### config.mk
export PLATFORM = sky130hd
export DESIGN_NAME = fifoDmaReq
export DESIGN_NICKNAME = d
export VERILOG_FILES = /design/src/rtl/fdr_pkg.sv /design/src/rtl/fdrDatapath.sv /design/src/rtl/fdrControl.sv /design/src/rtl/fifoDmaReq.sv
export SDC_FILE = /design/constraint.sdc
export NUM_CORES = 1
export LEC_CHECK = 0
export ABC_AREA = 1
export BUFFER_PORTS_ARGS = -buffer_cell sky130_fd_sc_hd__clkbuf_2
export CORE_MARGIN = 10
export CORE_UTILIZATION = 53
export DETAILED_ROUTE_END_ITERATION = 10
export GPL_ROUTABILITY_DRIVEN = 0
export PLACE_DENSITY = 0.77
export SYNTH_ARGS = -nofsm -noshare
export SYNTH_HDL_FRONTEND = slang
export SYNTH_HIERARCHICAL = 1
export SYNTH_SLANG_ARGS = --single-unit
### constraint.sdc
create_clock -name clk -period 1.9 [get_ports clk]
set_input_delay 0.095 -clock clk [delete_from_list [all_inputs] [get_ports clk]]
set_output_delay 0.095 -clock clk [all_outputs]
set_load 0.005 [all_outputs]
### src/rtl/fdr_pkg.sv
package fdr_pkg;

  typedef enum logic [1:0] {
    MODE_STEP   = 2'b00,
    MODE_BURST  = 2'b01,
    MODE_DEMAND = 2'b10,
    MODE_RSVD   = 2'b11
  } xferMode_e;

  // Strobes from control to datapath
  typedef struct packed {
    logic loadCfg;
    logic decCount;
    logic loadBurst;
    logic decBurst;
    logic clrBurst;
  } dpStrobes_t;

endpackage

### src/rtl/fdrDatapath.sv
module fdrDatapath
  import fdr_pkg::*;
#(
  parameter int DEPTH = 16,
  parameter int CW    = 16,
  parameter int BW    = 4,
  localparam int LW   = $clog2(DEPTH + 1)
) (
  input  logic             clk,
  input  logic             rstN,
  input  dpStrobes_t       strb,
  input  logic [1:0]       cfgMode,
  input  logic             cfgDirIn,
  input  logic [LW-1:0]    cfgLimit,
  input  logic [BW-1:0]    cfgBlock,
  input  logic [CW-1:0]    cfgCount,
  input  logic [LW-1:0]    inLevel,
  input  logic [LW-1:0]    outLevel,
  output xferMode_e        curMode,
  output logic             curDirIn,
  output logic             countIsOne,
  output logic             burstActive,
  output logic             trigger,
  output logic             notDrained,
  output logic             startOk
);

  localparam logic [LW:0]   DEPTH_W = (LW+1)'(DEPTH);
  localparam logic [LW-1:0] FULL_L  = LW'(DEPTH);

  xferMode_e      modeQ;
  logic           dirQ;
  logic [LW-1:0]  limQ;
  logic [BW-1:0]  blkQ;
  logic [CW-1:0]  countQ;
  logic [CW-1:0]  burstQ;
  logic [LW:0]    freeSlots;
  logic [CW-1:0]  burstSeed;

  // Captured configuration, zero limit and zero block promoted to one
  always_ff @(posedge clk or negedge rstN) begin
    if (!rstN) begin
      modeQ <= MODE_STEP;
      dirQ  <= 1'b0;
      limQ  <= LW'(1);
      blkQ  <= BW'(1);
    end else if (strb.loadCfg) begin
      modeQ <= xferMode_e'(cfgMode);
      dirQ  <= cfgDirIn;
      limQ  <= (cfgLimit == '0) ? LW'(1) : cfgLimit;
      blkQ  <= (cfgBlock == '0) ? BW'(1) : cfgBlock;
    end
  end

  // Remaining word counter
  always_ff @(posedge clk or negedge rstN) begin
    if (!rstN)              countQ <= '0;
    else if (strb.loadCfg)  countQ <= cfgCount;
    else if (strb.decCount) countQ <= countQ - CW'(1);
  end

  // Burst run length: the smaller of block size and what is left
  assign burstSeed = (CW'(blkQ) < countQ) ? CW'(blkQ) : countQ;

  always_ff @(posedge clk or negedge rstN) begin
    if (!rstN)               burstQ <= '0;
    else if (strb.clrBurst)  burstQ <= '0;
    else if (strb.loadBurst) burstQ <= burstSeed;
    else if (strb.decBurst && burstQ != '0) burstQ <= burstQ - CW'(1);
  end

  // Level comparisons for the serviced FIFO
  assign freeSlots = DEPTH_W - {1'b0, inLevel};

  always_comb begin
    if (dirQ) begin
      trigger    = freeSlots >= {1'b0, limQ};
      notDrained = inLevel != FULL_L;
    end else begin
      trigger    = outLevel >= limQ;
      notDrained = outLevel != '0;
    end
  end

  assign startOk     = (cfgMode != MODE_RSVD) && (cfgCount != '0);
  assign curMode     = modeQ;
  assign curDirIn    = dirQ;
  assign countIsOne  = countQ == CW'(1);
  assign burstActive = burstQ != '0;

endmodule

### src/rtl/fdrControl.sv
module fdrControl
  import fdr_pkg::*;
(
  input  logic       clk,
  input  logic       rstN,
  input  logic       start,
  input  logic       startOk,
  input  logic       dmaAck,
  input  xferMode_e  curMode,
  input  logic       curDirIn,
  input  logic       countIsOne,
  input  logic       burstActive,
  input  logic       trigger,
  input  logic       notDrained,
  output dpStrobes_t strb,
  output logic       dmaReq,
  output logic       pushStrobe,
  output logic       popStrobe,
  output logic       busy,
  output logic       done
);

  logic reqQ, busyQ, doneQ, activeQ;
  logic reqD, busyD, doneD, activeD;
  logic accept;

  assign accept = reqQ && dmaAck;

  always_comb begin
    strb    = '0;
    reqD    = 1'b0;
    busyD   = busyQ;
    doneD   = 1'b0;
    activeD = activeQ;
    if (!busyQ) begin
      activeD       = 1'b0;
      strb.clrBurst = 1'b1;
      if (start && startOk) begin
        strb.loadCfg = 1'b1;
        busyD        = 1'b1;
      end
    end else if (accept) begin
      // request falls for one cycle after each accepted word
      strb.decCount = 1'b1;
      strb.decBurst = burstActive;
      if (countIsOne) begin
        busyD         = 1'b0;
        doneD         = 1'b1;
        activeD       = 1'b0;
        strb.clrBurst = 1'b1;
      end
    end else begin
      unique case (curMode)
        MODE_DEMAND: begin
          activeD = (activeQ || trigger) && notDrained;
          reqD    = activeD;
        end
        MODE_BURST: begin
          if (burstActive) begin
            reqD = 1'b1;
          end else if (trigger) begin
            strb.loadBurst = 1'b1;
            reqD           = 1'b1;
          end
        end
        default: reqD = trigger;
      endcase
    end
  end

  always_ff @(posedge clk or negedge rstN) begin
    if (!rstN) begin
      reqQ    <= 1'b0;
      busyQ   <= 1'b0;
      doneQ   <= 1'b0;
      activeQ <= 1'b0;
    end else begin
      reqQ    <= reqD;
      busyQ   <= busyD;
      doneQ   <= doneD;
      activeQ <= activeD;
    end
  end

  assign dmaReq     = reqQ;
  assign busy       = busyQ;
  assign done       = doneQ;
  assign pushStrobe = accept && curDirIn;
  assign popStrobe  = accept && !curDirIn;

endmodule

### src/rtl/fifoDmaReq.sv
module fifoDmaReq
  import fdr_pkg::*;
#(
  parameter int DEPTH = 16,
  parameter int CW    = 16,
  parameter int BW    = 4,
  localparam int LW   = $clog2(DEPTH + 1)
) (
  input  logic          clk,
  input  logic          rstN,
  input  logic          start,
  input  logic [1:0]    cfgMode,
  input  logic          cfgDirIn,
  input  logic [LW-1:0] cfgLimit,
  input  logic [BW-1:0] cfgBlock,
  input  logic [CW-1:0] cfgCount,
  input  logic [LW-1:0] inLevel,
  input  logic [LW-1:0] outLevel,
  output logic          dmaReq,
  input  logic          dmaAck,
  output logic          pushStrobe,
  output logic          popStrobe,
  output logic          busy,
  output logic          done
);

  dpStrobes_t strb;
  xferMode_e  curMode;
  logic       curDirIn, countIsOne, burstActive, trigger, notDrained, startOk;

  fdrDatapath #(.DEPTH(DEPTH), .CW(CW), .BW(BW)) u_dp (
    .clk(clk), .rstN(rstN), .strb(strb),
    .cfgMode(cfgMode), .cfgDirIn(cfgDirIn), .cfgLimit(cfgLimit),
    .cfgBlock(cfgBlock), .cfgCount(cfgCount),
    .inLevel(inLevel), .outLevel(outLevel),
    .curMode(curMode), .curDirIn(curDirIn), .countIsOne(countIsOne),
    .burstActive(burstActive), .trigger(trigger), .notDrained(notDrained),
    .startOk(startOk)
  );

  fdrControl u_ctl (
    .clk(clk), .rstN(rstN), .start(start), .startOk(startOk), .dmaAck(dmaAck),
    .curMode(curMode), .curDirIn(curDirIn), .countIsOne(countIsOne),
    .burstActive(burstActive), .trigger(trigger), .notDrained(notDrained),
    .strb(strb), .dmaReq(dmaReq), .pushStrobe(pushStrobe),
    .popStrobe(popStrobe), .busy(busy), .done(done)
  );

endmodule

======== Word-level counts from Yosys, hierarchy flattened ========
Cells that the tools add are included.
word-level totals
  bits in registers ....................... 48
  ROM bits ................................ 0
  output and inout port bits .............. 5
  memories ................................ 0
  bits in latches ......................... 0
  bits in writable memories ............... 0
  word-level logic and storage cells ...... 74
  input bits .............................. 42
operators by class
  $lt $le $gt $ge ......................... 3
  equal/unequal tests ..................... 7
  div/mod/pow operators ................... 0
  mux-type cells .......................... 34
  add/sub/neg operators ................... 3
  multiply operators ...................... 0
  shift-type cells ........................ 0
  bitwise logic cells ..................... 0
  reductions and logical operators ........ 17
operator list
  operator                                                                number
  16-bit 2-to-1 mux                                                       6
  16-bit nonzero test                                                     2
  16-bit by 1-bit subtractor with 16-bit output, second input constant    2
  1-bit 2-to-1 mux                                                        23
  16-bit by 1-bit equality test with 1-bit output, second input constant  1
  4-bit by 16-bit less-than comparator with 1-bit output                  1
  1-bit logical AND                                                       7
  6-bit by 5-bit greater-or-equal comparator with 1-bit output            1
  3-bit inequality test, second input constant                            2
  5-bit by 5-bit subtractor with 6-bit output, first input constant       1
  5-bit greater-or-equal comparator                                       1
  5-bit logical NOT                                                       1
  5-bit 2-to-1 mux                                                        1
  5-bit inequality test, second input constant                            1
  5-bit nonzero test                                                      1
  4-bit logical NOT                                                       1
  4-bit 2-to-1 mux                                                        1
  3-bit 2-to-1 mux                                                        1
  3-bit nonzero test                                                      1
  2-bit by 1-bit equality test with 1-bit output, second input constant   1
  2-bit equality test, second input constant                              1
  2-bit 2-to-1 mux                                                        1
  2-bit inequality test, second input constant                            1
  1-bit one-hot mux with 2 select lines                                   1
  4 further kinds                                                         4

======== Longest topological paths before layout ========
Gate-level depths: netlist of the first run.
  depth after elaboration ................. 12
  gate-level depth with buffers ........... 21
  gate-level depth less buffers ........... 20

======== Modules after synthesis ========
Netlist of the first run, hierarchy kept.
by module, submodules not included
  module       cells an instance  area each (um^2)  seq. area each (um^2)  times used
  fdrDatapath  435                3141.8            1103.6                 1
  fdrControl   46                 305.3             100.1                  1

======== Worst setup path after synthesis of the first run ========
OpenSTA, ideal clock, no wires.
  kind .................................... input-to-reg
  start point ............................. input port inLevel[0]
  end point ............................... register u_dp.burstQ[3]
  path buffers ............................ 1
  library setup time ...................... 0.065 ns
  required time ........................... 1.835 ns
  path slack .............................. -0.595 ns
  data arrival time ....................... 2.430 ns
  stages on the path ...................... 20
  path through ............................ inv_1 -> ha_1 -> nor3b_1 -> ha_1 -> ha_1 -> inv_1 -> a21oi_1 -> nand3_1 -> nand3b_1 -> nand2_1 -> nand2_1 -> nand3_1 -> nor2_1 -> buf_2 -> clkinv_1 -> o21ai_0 -> a21oi_1 -> nor2_1 -> nand2_1 -> nand2_1
RTL lines
  element                 RTL line           text
  start: declaration      fifoDmaReq.sv:17   input logic [LW-1:0] inLevel,
  end signal: assignment  fdrDatapath.sv:68  else if (strb.loadBurst) burstQ <= burstSeed;
  end signal: assignment  fdrDatapath.sv:69  else if (strb.decBurst && burstQ != '0) burstQ <= burstQ - CW'(1);
  end: declaration        fdrDatapath.sv:36  logic [CW-1:0] burstQ;

==> impl_metrics.tcl, run 1 <==
set metrics [dict create \
    clk_latency_ns 0.30 \
    drc_errors 0 \
    rr_worst_depth 12 \
    end_kind "flip-flop" \
    ys_seq_elements 48 \
    worstMarginPinSlew_ns 0.577 \
    layout.nets 645 \
    worstPathRequired_ns 2.12 \
    drv_cap 0 \
    grt_pass1_vias 3654 \
    mappedNetlistNets 544 \
    synth.distinct_cells 40 \
    finClkSkew_ns 0.00398 \
    hold_class "in -> reg" \
    violations "negative setup slack" \
    drt-vias-per-instance 5.51 \
    syn_area_per_cell_sq_um 7.17 \
    slew-limit-headroom 0.615 \
    core_area_sq_um 6350 \
    p_leak_uw 0.00232 \
    htreeDepth 2 \
    timing_worst_setup_path_type "reg -> reg" \
    fin_crit_ns 2.19 \
    min_period_over_period 1.15 \
    yosysWarningCount 6 \
    grt_max_degree 29 \
    fmax_ghz 0.457 \
    die_y_um 101 \
    setup_violations 18 \
    syn_area_sq_um 3450 \
    antenna_cells 0 \
    dp_hpwl_um 7010 \
    rsz0062_at_grt "yes" \
    start_util 0.543 \
    drtIter0Drc 218 \
    clock-root-buffer "clkbuf_8" \
    antenna_found_initial 0 \
    ant_nets 0 \
    critical_path_peak_fanout 7 \
    timing.final.ws_setup_ns -0.287 \
    cts_tree "yes" \
    clock-sinks 48 \
    placement_rows 29 \
    power_density_nw_per_um2 1500 \
    dieArea_sq_um 10100 \
    firstDrtPassIters 6 \
    grt_pass1_wl_um 16000 \
    drv_slew 0 \
    via_count 3637 \
    hold_viol 0 \
    synthCells 481 \
    numCtsBuffers 5 \
    critPathArrivalTime_ns 2.41 \
    hold_ws_ns 0.00850 \
    irDropWorstVdd_v 0.000870 \
    critPathLaunchType "flip-flop" \
    hold_path_depth 3 \
    io_pins 47 \
    clk_path_buf_depth 2 \
    gr-total-overflow 0 \
    drt_wl_total_um 9790 \
    yosysSeqAreaShare 0.349 \
    track_usage 0.187 \
    layout-drive-gt1-share 0.314 \
    path_clk_slew_ns 0.09 \
    wl_per_cell_um 14.8 \
    areaGrowthSynthToFinish_pct 32.9 \
    die_x_um 101 \
    portBuffers 46 \
    outcome "complete, but fails checks" \
    power_uw 6890 \
]
## cells by family (layout without fill, tap and decap cells)
group                    after synthesis  count (layout)  share of synthesized area
AND/OR/NAND/NOR                      264             265                      0.351
XOR/XNOR                              11              11                     0.0280
adder cells (fa/ha/maj)               21              21                     0.0762
AO/OA/AOI/OAI                         64              64                      0.113
flip-flops                            48              48                      0.349
buffers and inverters                 73             174                     0.0835
## state kept, by name, indices dropped and copies added (netlist names)
signal / flops
u_dp/limQ: 5
u_dp/blkQ: 4
u_dp/burstQ: 16
u_ctl/activeQ: 1
u_ctl/busy: 1
u_dp/curDirIn: 1
u_dp/countQ: 16
u_ctl/done: 1
u_ctl/dmaReq: 1
u_dp/curMode: 2
## layout by cell type (no fill, tap or decap), drive strengths merged
cell / n
nand4: 5
bufinv: 1
o21a: 1
and3: 1
nor3b: 2
clkbuf: 52
a22oi: 8
dfrtp: 46
buf: 53
o21ai: 26
nor4: 4
nand2: 136
o221ai: 3
nor3: 9
xnor2: 2
xor2: 9
a22o: 1
o21bai: 1
o41ai: 1
or2: 1
dlygate4sd3: 1
o31ai: 2
inv: 63
o211ai: 5
ha: 21
nand3: 40
o22ai: 5
a21oi: 11
clkinv: 4
nand3b: 3
dfstp: 2
nor2: 64
## where the power goes
part | leakage (uW) | internal, uW | total, uW | switching [uW]
combinational | 0.00168 | 1800 | 4260 | 2460
sequential | 0.000593 | 1480 | 1880 | 400
clock | 0.0000552 | 391 | 749 | 358
total | 0.00232 | 3680 | 6890 | 3210
## worst max-delay path: stages, from the launching register on
cell,delay [ns]
dfrtp_1,0.40
inv_2,0.11
ha_4,0.22
a21oi_2,0.13
o21ai_1,0.11
o31ai_1,0.29
nand2_2,0.10
nand3_2,0.08
nor2_4,0.06
nor2_4,0.14
nand2_8,0.12
buf_4,0.18
o22ai_2,0.15
## worst paths after layout
kind / from / to / slack (ns)
worst max-delay path: u_dp/limQ[4] / u_dp/burstQ[5] / -0.29
worst min-delay path: cfgMode[0] / u_dp/curMode[0] / 0.009
worst max register to register: u_dp/limQ[4] / u_dp/burstQ[5] / -0.29
worst min register to register: u_dp/burstQ[0] / u_dp/burstQ[0] / 0.51
max in group asynchronous: rstN / u_dp/limQ[0] / 0.96
min in group asynchronous: rstN / u_dp/burstQ[13] / 0.31
## final cells by class
class                      instances  area (sq um)
fill                             496          1770
timing repair buffer             100           698
inverter                          66           293
sequential                        48          1200
tap                               77          96.3
clock buffer                       6          72.6
clock inverter                     2          35.0
multi-input combinational        361          2180
## stage by stage
stage	area, sq um	TNS [ns]	utilization	std cells	setup slack (ns)
after floorplan	3520	-3.53	-	481	-0.323
after global placement	4150	-10.03	0.654	641	-0.651
after detailed placement	4150	-11.37	0.654	641	-0.720
after CTS	4450	-2.61	0.700	657	-0.193
after global routing	4580	-6.00	0.722	660	-0.419
final	4580	-4.00	0.722	660	-0.287
## cell usage after synthesis
library cell  number  area, sq um
a21oi_1           11         55.1
a22o_1             1         8.76
a22oi_1            8         60.1
and3_1             1         6.26
buf_2              1         5.00
buf_6              1         11.3
clkbuf_1           5         18.8
clkinv_1           1         3.75
clkinv_4           1         8.76
dfrtp_1           46         1150
dfstp_2            2         52.6
ha_1              21          263
inv_1             60          225
inv_2              4         15.0
nand2_1          125          469
nand2_2            7         43.8
nand2_4            1         11.3
nand2_8            2         40.0
nand3_1           39          195
nand3_2            1         10.0
nand3b_1           3         22.5
nand4_1            5         31.3
nor2_1            51          191
nor2_2            10         62.6
nor2_4             3         33.8
nor3_1             9         45.0
nor3b_1            2         15.0
nor4_1             4         25.0
o211ai_1           5         37.5
o21a_1             1         7.51
o21ai_0           23          115
o21ai_1            3         15.0
o21bai_1           1         7.51
o221ai_1           3         26.3
o22ai_1            5         31.3
o31ai_1            2         15.0
o41ai_1            1         8.76
or2_1              1         6.26
xnor2_1            2         17.5
xor2_1             9         78.8
## routing by layer
metal,part of all wire,global-route usage
met5,0,0
met3,0.060,0.0322
met2,0.50,0.328
met1,0.42,0.228
met4,0.021,0.0511
## what timing repair did
action / 4_1_cts / 5_1_grt
resized for setup: 24 / 29
hold buffers: 1 / 0
cloned: 1 / 0
setup endpoints to repair: 16 / 18
setup buffers: 6 / 4
pin swaps: 14 / 5
hold endpoints to repair: 19 / 0
No activity file was read; power rests on OpenSTA's default activity.
==> inputs of run 2 (changes only) <==
--- a/config.mk
+++ b/config.mk
@@ -5,13 +5,12 @@
 export SDC_FILE = /design/constraint.sdc
 export NUM_CORES = 1
 export LEC_CHECK = 0
-export ABC_AREA = 1
 export BUFFER_PORTS_ARGS = -buffer_cell sky130_fd_sc_hd__clkbuf_2
 export CORE_MARGIN = 10
-export CORE_UTILIZATION = 53
+export CORE_UTILIZATION = 51
 export DETAILED_ROUTE_END_ITERATION = 10
 export GPL_ROUTABILITY_DRIVEN = 0
-export PLACE_DENSITY = 0.77
+export PLACE_DENSITY = 0.76
 export SYNTH_ARGS = -nofsm -noshare
 export SYNTH_HDL_FRONTEND = slang
 export SYNTH_HIERARCHICAL = 1
==> run 2 against run 1 <==
  * The run still ends with negative setup slack left
  * Clock-buffer cell count shrank 1
  * Die area shrank 8.2%
  * Flip-flop and latch count unchanged
  * Design area shrank 5.9%
  * Wire length fell by 10%
  * Clock power down 0.8%
  * Critical endpoint is now u_dp/burstQ[1]
  * Largest cell class unchanged
  * Highest routed layer unchanged
==> impl_metrics.tcl, run 2 <==
set metrics [dict create \
    worstPathRequired_ns 2.13 \
    critical_path_peak_fanout 3 \
    rsz0062_at_grt "yes" \
    slowest_stage "dfstp_2" \
    outcome "complete, but fails checks" \
    cp_cell_sequence "ha_4, nand2b_4, a21o_1, a211oi_2, o211ai_1, o31a_1, nand2_2, nor3_4, or2_4, nor2_4, o211ai_1, o21ai_1" \
    drc_errors 0 \
    irDropWorstVdd_v 0.000736 \
    wl_per_cell_um 16.7 \
    drt-vias-per-instance 5.60 \
    via_count 2940 \
    synthCells 326 \
    io_pins 47 \
    yosys.area.top_type_share 0.387 \
    timing_worst_setup_path_type "reg -> reg" \
    p_leak_uw 0.00193 \
    regArea_sq_um 1200 \
    synth_edf_count 0 \
    track_usage 0.184 \
    multi_input_area_sq_um 1960 \
    max_stage_delay_ns 0.58 \
    path_clk_slew_ns 0.09 \
    drt_wl_total_um 8780 \
    drtIter0Drc 196 \
    antenna_found_initial 0 \
    yosysWarningCount 6 \
    dieArea_sq_um 9290 \
    synth.area.top_cells "dfrtp_1 (39%), ha_1 (8.8%), nand2_1 (4.5%)" \
    ys_seq_elements 48 \
    fill_cells 362 \
    clock-root-buffer "clkbuf_8" \
    grt_pass1_wl_um 13800 \
    violations "negative setup slack" \
    ant_nets 0 \
    htreeDepth 2 \
    areaGrowthSynthToFinish_pct 44.7 \
    min_period_over_period 1.23 \
    critPathBufInv 0 \
    hold_viol 0 \
    core_area_sq_um 5570 \
    drv_slew 0 \
    critPathArrivalTime_ns 2.57 \
    synthArstFlopShare 1.00 \
    die_y_um 96.4 \
    synth.distinct_cells 49 \
    portBuffers 46 \
    placement_rows 27 \
    syn_area_per_cell_sq_um 9.13 \
    fin_crit_ns 2.34 \
    layout.nets 515 \
    clk_latency_ns 0.30 \
    mappedNetlistNets 389 \
    slew-limit-headroom 0.544 \
    dp_slack_ns -0.545 \
    netlist.top_cell.by_area "dfrtp_1" \
    power_uw 6410 \
    layout-drive-gt1-share 0.437 \
    critPathLaunchType "flip-flop" \
    post-synth-top-count-cell "dfrtp_1" \
    power_density_nw_per_um2 1490 \
    clk_path_buf_depth 2 \
    gr-total-overflow 0 \
    timing.final.ws_setup_ns -0.440 \
    start_util 0.534 \
    yosysSeqAreaShare 0.404 \
    end_kind "flip-flop" \
    top_regs "u_dp/burstQ x16, u_dp/countQ x16, u_dp/limQ x5" \
    netlist_top_cells_count "dfrtp_1 (46), nand2_1 (36), nor2_1 (29)" \
    die_x_um 96.4 \
    syn_area_sq_um 2980 \
    synthFlopType "dfrtp_1" \
    clock-sinks 48 \
    hold_class "in -> reg" \
    grt_pass1_vias 3036 \
    firstDrtPassIters 4 \
    worstMarginPinSlew_ns 0.682 \
    critPathTopFamily "compound AO/OA/AOI/OAI gates" \
    dp_hpwl_um 6320 \
    cpMostUsedCell "o211ai_1" \
    antenna_cells 0 \
    setup_violations 18 \
    final_cell_mix "buf_4 (75), clkbuf_2 (46), dfrtp_1 (45), nand2_1 (32), o21ai_0 (23)" \
    drv_cap 0 \
    finClkSkew_ns 0.00773 \
    final_common_cell "buf_4" \
    fmax_ghz 0.427 \
    grt_max_degree 49 \
    numCtsBuffers 5 \
    cts_tree "yes" \
]
==> run 2: cell count changes after synthesis, moves of 10 or more <==
cell | before | now
inv_1 | 60 | 17
nand2_1 | 125 | 36
nand3_1 | 39 | 14
nor2_1 | 51 | 29
nor2_2 | 10 | 0
xnor2_1 | 2 | 15
==> run 2: layout make-up <==
cell class | instances | area share
tap | 72 | 0.0209
inverter | 17 | 0.0194
timing repair buffer | 126 | 0.199
multi-input combinational | 254 | 0.455
clock buffer | 5 | 0.0160
clock inverter | 3 | 0.00987
sequential | 48 | 0.280
==> run 2: worst paths after layout <==
check,startpoint,endpoint,slack (ns),cells after the start
worst max-delay path,u_dp/limQ[0],u_dp/burstQ[1],-0.44,12
worst min-delay path,cfgCount[6],u_dp/countQ[6],0.02,3
worst max register to register,u_dp/limQ[0],u_dp/burstQ[1],-0.44,12
worst min register to register,u_dp/blkQ[0],u_dp/blkQ[0],0.52,2
max in group asynchronous,rstN,u_dp/blkQ[0],1.30,3
min in group asynchronous,rstN,u_dp/countQ[10],0.30,3
==> run 2: timing repair <==
action	CTS	global route
gates resized for setup	29	22
endpoints found under the setup margin	28	24
setup buffers	3	0
hold buffers	1	0
pin swaps	12	1
hold endpoints to repair	46	0
==> run 2: stage by stage <==
step                 util  setup TNS [ns]  cell area, sq um  cells  hold slack, ns
floorplan               -           -3.74              3070    326          -0.201
global route        0.773           -8.34              4310    525          0.0221
detailed placement  0.707          -12.06              3940    513           0.100
finish              0.773           -7.03              4310    525          0.0232
global placement    0.707           -9.85              3940    513           0.100
CTS                 0.756           -5.38              4220    525          0.0187
==> run 2: report_power, final <==
part,switching (uW),internal (uW),leakage (uW)
Combinational,1910,1920,0.00129
Clock,353,390,0.0000541
Sequential,347,1490,0.000588
==> run 2: kinds of logic (layout without fill, tap and decap cells) <==
group | Yosys count | in the layout | share of synthesized area
mux | 10 | 10 | 0.0361
buf+inv | 24 | 151 | 0.0302
simple gates | 140 | 140 | 0.240
fa+ha+maj | 21 | 21 | 0.0882
compound gates | 55 | 55 | 0.119
xor+xnor | 28 | 28 | 0.0824
flops | 48 | 48 | 0.404
==> run 2: worst register-to-register path: stages, from the launching register on <==
cell and delay (ns):
dfstp_2 0.58, ha_4 0.20, nand2b_4 0.13, a21o_1 0.20, a211oi_2 0.22, o211ai_1 0.12
o31a_1 0.15, nand2_2 0.10, nor3_4 0.05, or2_4 0.26, nor2_4 0.08, o211ai_1 0.09
o21ai_1 0.09
==> run 2: metal layers <==
| layer | vias up | part of all wire | global-route usage |
|---|---|---|---|
| li1 | 1408 | - | - |
| met1 | 1430 | 0.41 | 0.211 |
| met2 | 80 | 0.53 | 0.332 |
| met3 | 22 | 0.047 | 0.0362 |
| met4 | 0 | 0.022 | 0.0690 |
| met5 | - | 0 | 0 |
==> inputs of run 3 (changes only) <==
--- a/config.mk
+++ b/config.mk
@@ -7,10 +7,13 @@
 export LEC_CHECK = 0
 export BUFFER_PORTS_ARGS = -buffer_cell sky130_fd_sc_hd__clkbuf_2
 export CORE_MARGIN = 10
-export CORE_UTILIZATION = 51
+export CORE_UTILIZATION = 53
+export CTS_BUF_LIST = sky130_fd_sc_hd__clkbuf_4
+export CTS_CLUSTER_DIAMETER = 200
 export DETAILED_ROUTE_END_ITERATION = 10
 export GPL_ROUTABILITY_DRIVEN = 0
-export PLACE_DENSITY = 0.76
+export PLACE_DENSITY = 0.78
+export SETUP_SLACK_MARGIN = 0.15
 export SYNTH_ARGS = -nofsm -noshare
 export SYNTH_HDL_FRONTEND = slang
 export SYNTH_HIERARCHICAL = 1
==> run 3 against run 2 <==
  * The flow still finishes with violations (negative setup slack)
  * Die area down 3.0%
  * Core utilization rose by 5.3 points
  * Design area grew 4.8%
  * Fmax is 5.7% lower
==> impl_metrics.tcl, run 3 (synthesis gave the netlist of run 2 again) <==
set metrics [dict create \
    swShare 0.440 \
    track_usage 0.219 \
    timing_worst_setup_path_type "reg -> reg" \
    drtIter0Drc 298 \
    setup_violations 18 \
    p_switching_uw 2890 \
    htreeDepth 2 \
    io_pins 47 \
    areaGrowthSynthToFinish_pct 51.8 \
    clk_latency_ns 0.37 \
    clk_path_buf_depth 2 \
    antenna_cells 0 \
    gr-total-overflow 0 \
    outcome "complete, but fails checks" \
    final_common_cell "buf_4" \
    min_period_over_period 1.31 \
    violations "negative setup slack" \
    critPathArrivalTime_ns 2.73 \
    r2r_setup_slack_ns -0.58 \
    end_kind "flip-flop" \
    crit_start "u_dp/limQ[0]" \
    p_int_uw 3680 \
    grt_max_degree 33 \
    slew-limit-headroom 0.605 \
    worstMarginPinSlew_ns 0.587 \
    comb_power_share 0.637 \
    fill_cells 281 \
    top_regs "u_dp/burstQ x16, u_dp/countQ x16, u_dp/limQ x5" \
    finClkSkew_ns 0.0213 \
    timing.final.ws_setup_ns -0.581 \
    rsz0062_at_grt "yes" \
    crit_end "u_dp/burstQ[0]" \
    portBuffers 46 \
    p_seq_frac 0.289 \
    worstPathRequired_ns 2.15 \
    clock-root-buffer "clkbuf_4" \
    p_leak_uw 0.00202 \
    final_cell_mix "buf_4 (68), clkbuf_2 (46), dfrtp_1 (46), nand2_1 (30), dlygate4sd3_1 (27)" \
    critPathLaunchType "flip-flop" \
    ant_nets 0 \
    dp_hpwl_um 6200 \
    die_y_um 95.0 \
    drv_cap 0 \
    antenna_found_initial 0 \
    wl_per_cell_um 20.4 \
    drt_wl_total_um 11100 \
    hold_class "in -> reg" \
    fmax_ghz 0.403 \
    numCtsBuffers 5 \
    reg2reg_from "u_dp/limQ[0]" \
    layout-drive-gt1-share 0.416 \
    drt-vias-per-instance 6.21 \
    clock-sinks 48 \
    layout.nets 534 \
    drc_errors 0 \
    core_area_sq_um 5470 \
    drv_slew 0 \
    critical_path_peak_fanout 5 \
    r2r-end "u_dp/burstQ[0]" \
    path_clk_slew_ns 0.14 \
    die_x_um 95.0 \
    irDropWorstVdd_v 0.000791 \
    grt_pass1_wl_um 15700 \
    cts_tree "yes" \
    hold_viol 0 \
    final_util 0.826 \
    grt_pass1_vias 3385 \
    start_util 0.544 \
    firstDrtPassIters 5 \
    rr_worst_depth 12 \
    placement_rows 27 \
    dieArea_sq_um 9020 \
    fin_crit_ns 2.48 \
    via_count 3371 \
    power_uw 6560 \
    power_density_nw_per_um2 1450 \
    power_frac_clock 0.074 \
]
run 3: cell types whose count changed in the layout (fill, tap and decap cells not counted), sizes merged:
cell	change
clkinv	-1
dlygate4sd3	+26
bufinv	-1
clkinvlp	-1
clkbuf	+2
buf	-7
run 3: metrics by stage:
stage                     hold slack (ns)  area (sq um)  setup WS, ns  instances  TNS, ns
after floorplan                    -0.201          3090        -0.267        326    -3.74
after global placement             0.0221          3840        -0.431        499    -7.04
after detailed placement           0.0295          3840        -0.545        499    -9.35
after CTS                         0.00931          4320        -0.375        537    -5.86
after global routing               0.0189          4520        -0.568        543    -9.10
final                              0.0374          4520        -0.581        543    -8.17
run 3: how the worst min path moves through the flow:
stage	endpoint	slack (ns)	startpoint	cells after the start
floorplan	u_ctl/activeQ	-0.20	rstN	0
global placement	u_dp/limQ[1]	0.02	rstN	1
detailed placement	u_dp/limQ[1]	0.03	rstN	1
CTS	u_dp/countQ[2]	0.009	cfgCount[2]	3
global route	u_dp/blkQ[0]	0.02	cfgBlock[0]	3
finish	u_dp/countQ[2]	0.04	cfgCount[2]	3
run 3: power groups by stage:
stage | Clock (uW) | Sequential (uW) | Combinational [uW]
after floorplan | 0 | 1870 | 1780
after global placement | 0 | 1800 | 3060
after detailed placement | 0 | 1830 | 3200
after CTS | 481 | 1830 | 3500
after global routing | 532 | 1930 | 4420
final | 487 | 1890 | 4180
run 3: per-layer routing:
metal	wire [um]	global-route usage	vias to the layer above
li1	-	-	1451
met1	4050	0.238	1621
met2	5450	0.395	222
met3	918	0.0436	77
met4	669	0.108	0
met5	0	0	-
run 3: critical path, stage by stage, from the launching register on:
cell and delay, ns:
dfstp_2 0.59, buf_6 0.11, ha_4 0.12, inv_2 0.04, a21boi_2 0.14, o21ai_2 0.09
a21oi_2 0.16, o31a_1 0.23, nand2_2 0.09, nor3_4 0.23, buf_4 0.20, a311oi_2 0.05
a211oi_1 0.29
run 3: what timing repair did:
| action | 4_1_cts | 5_1_grt |
|---|---|---|
| gates resized for setup | 26 | 32 |
| hold endpoints to repair | 38 | 0 |
| hold buffers | 27 | 0 |
| setup buffers | 4 | 6 |
| endpoints found under the setup margin | 35 | 35 |
| pin swaps | 7 | 10 |
run 3: final cells by class:
cell class	instances	area, sq um	share of cell area
multi-input cells	254	2030	0.449
flip-flops and latches	48	1200	0.266
repair buffers	145	1060	0.234
well taps	72	90.1	0.0199
inverters	17	86.3	0.0191
clock buffers	7	52.6	0.0116
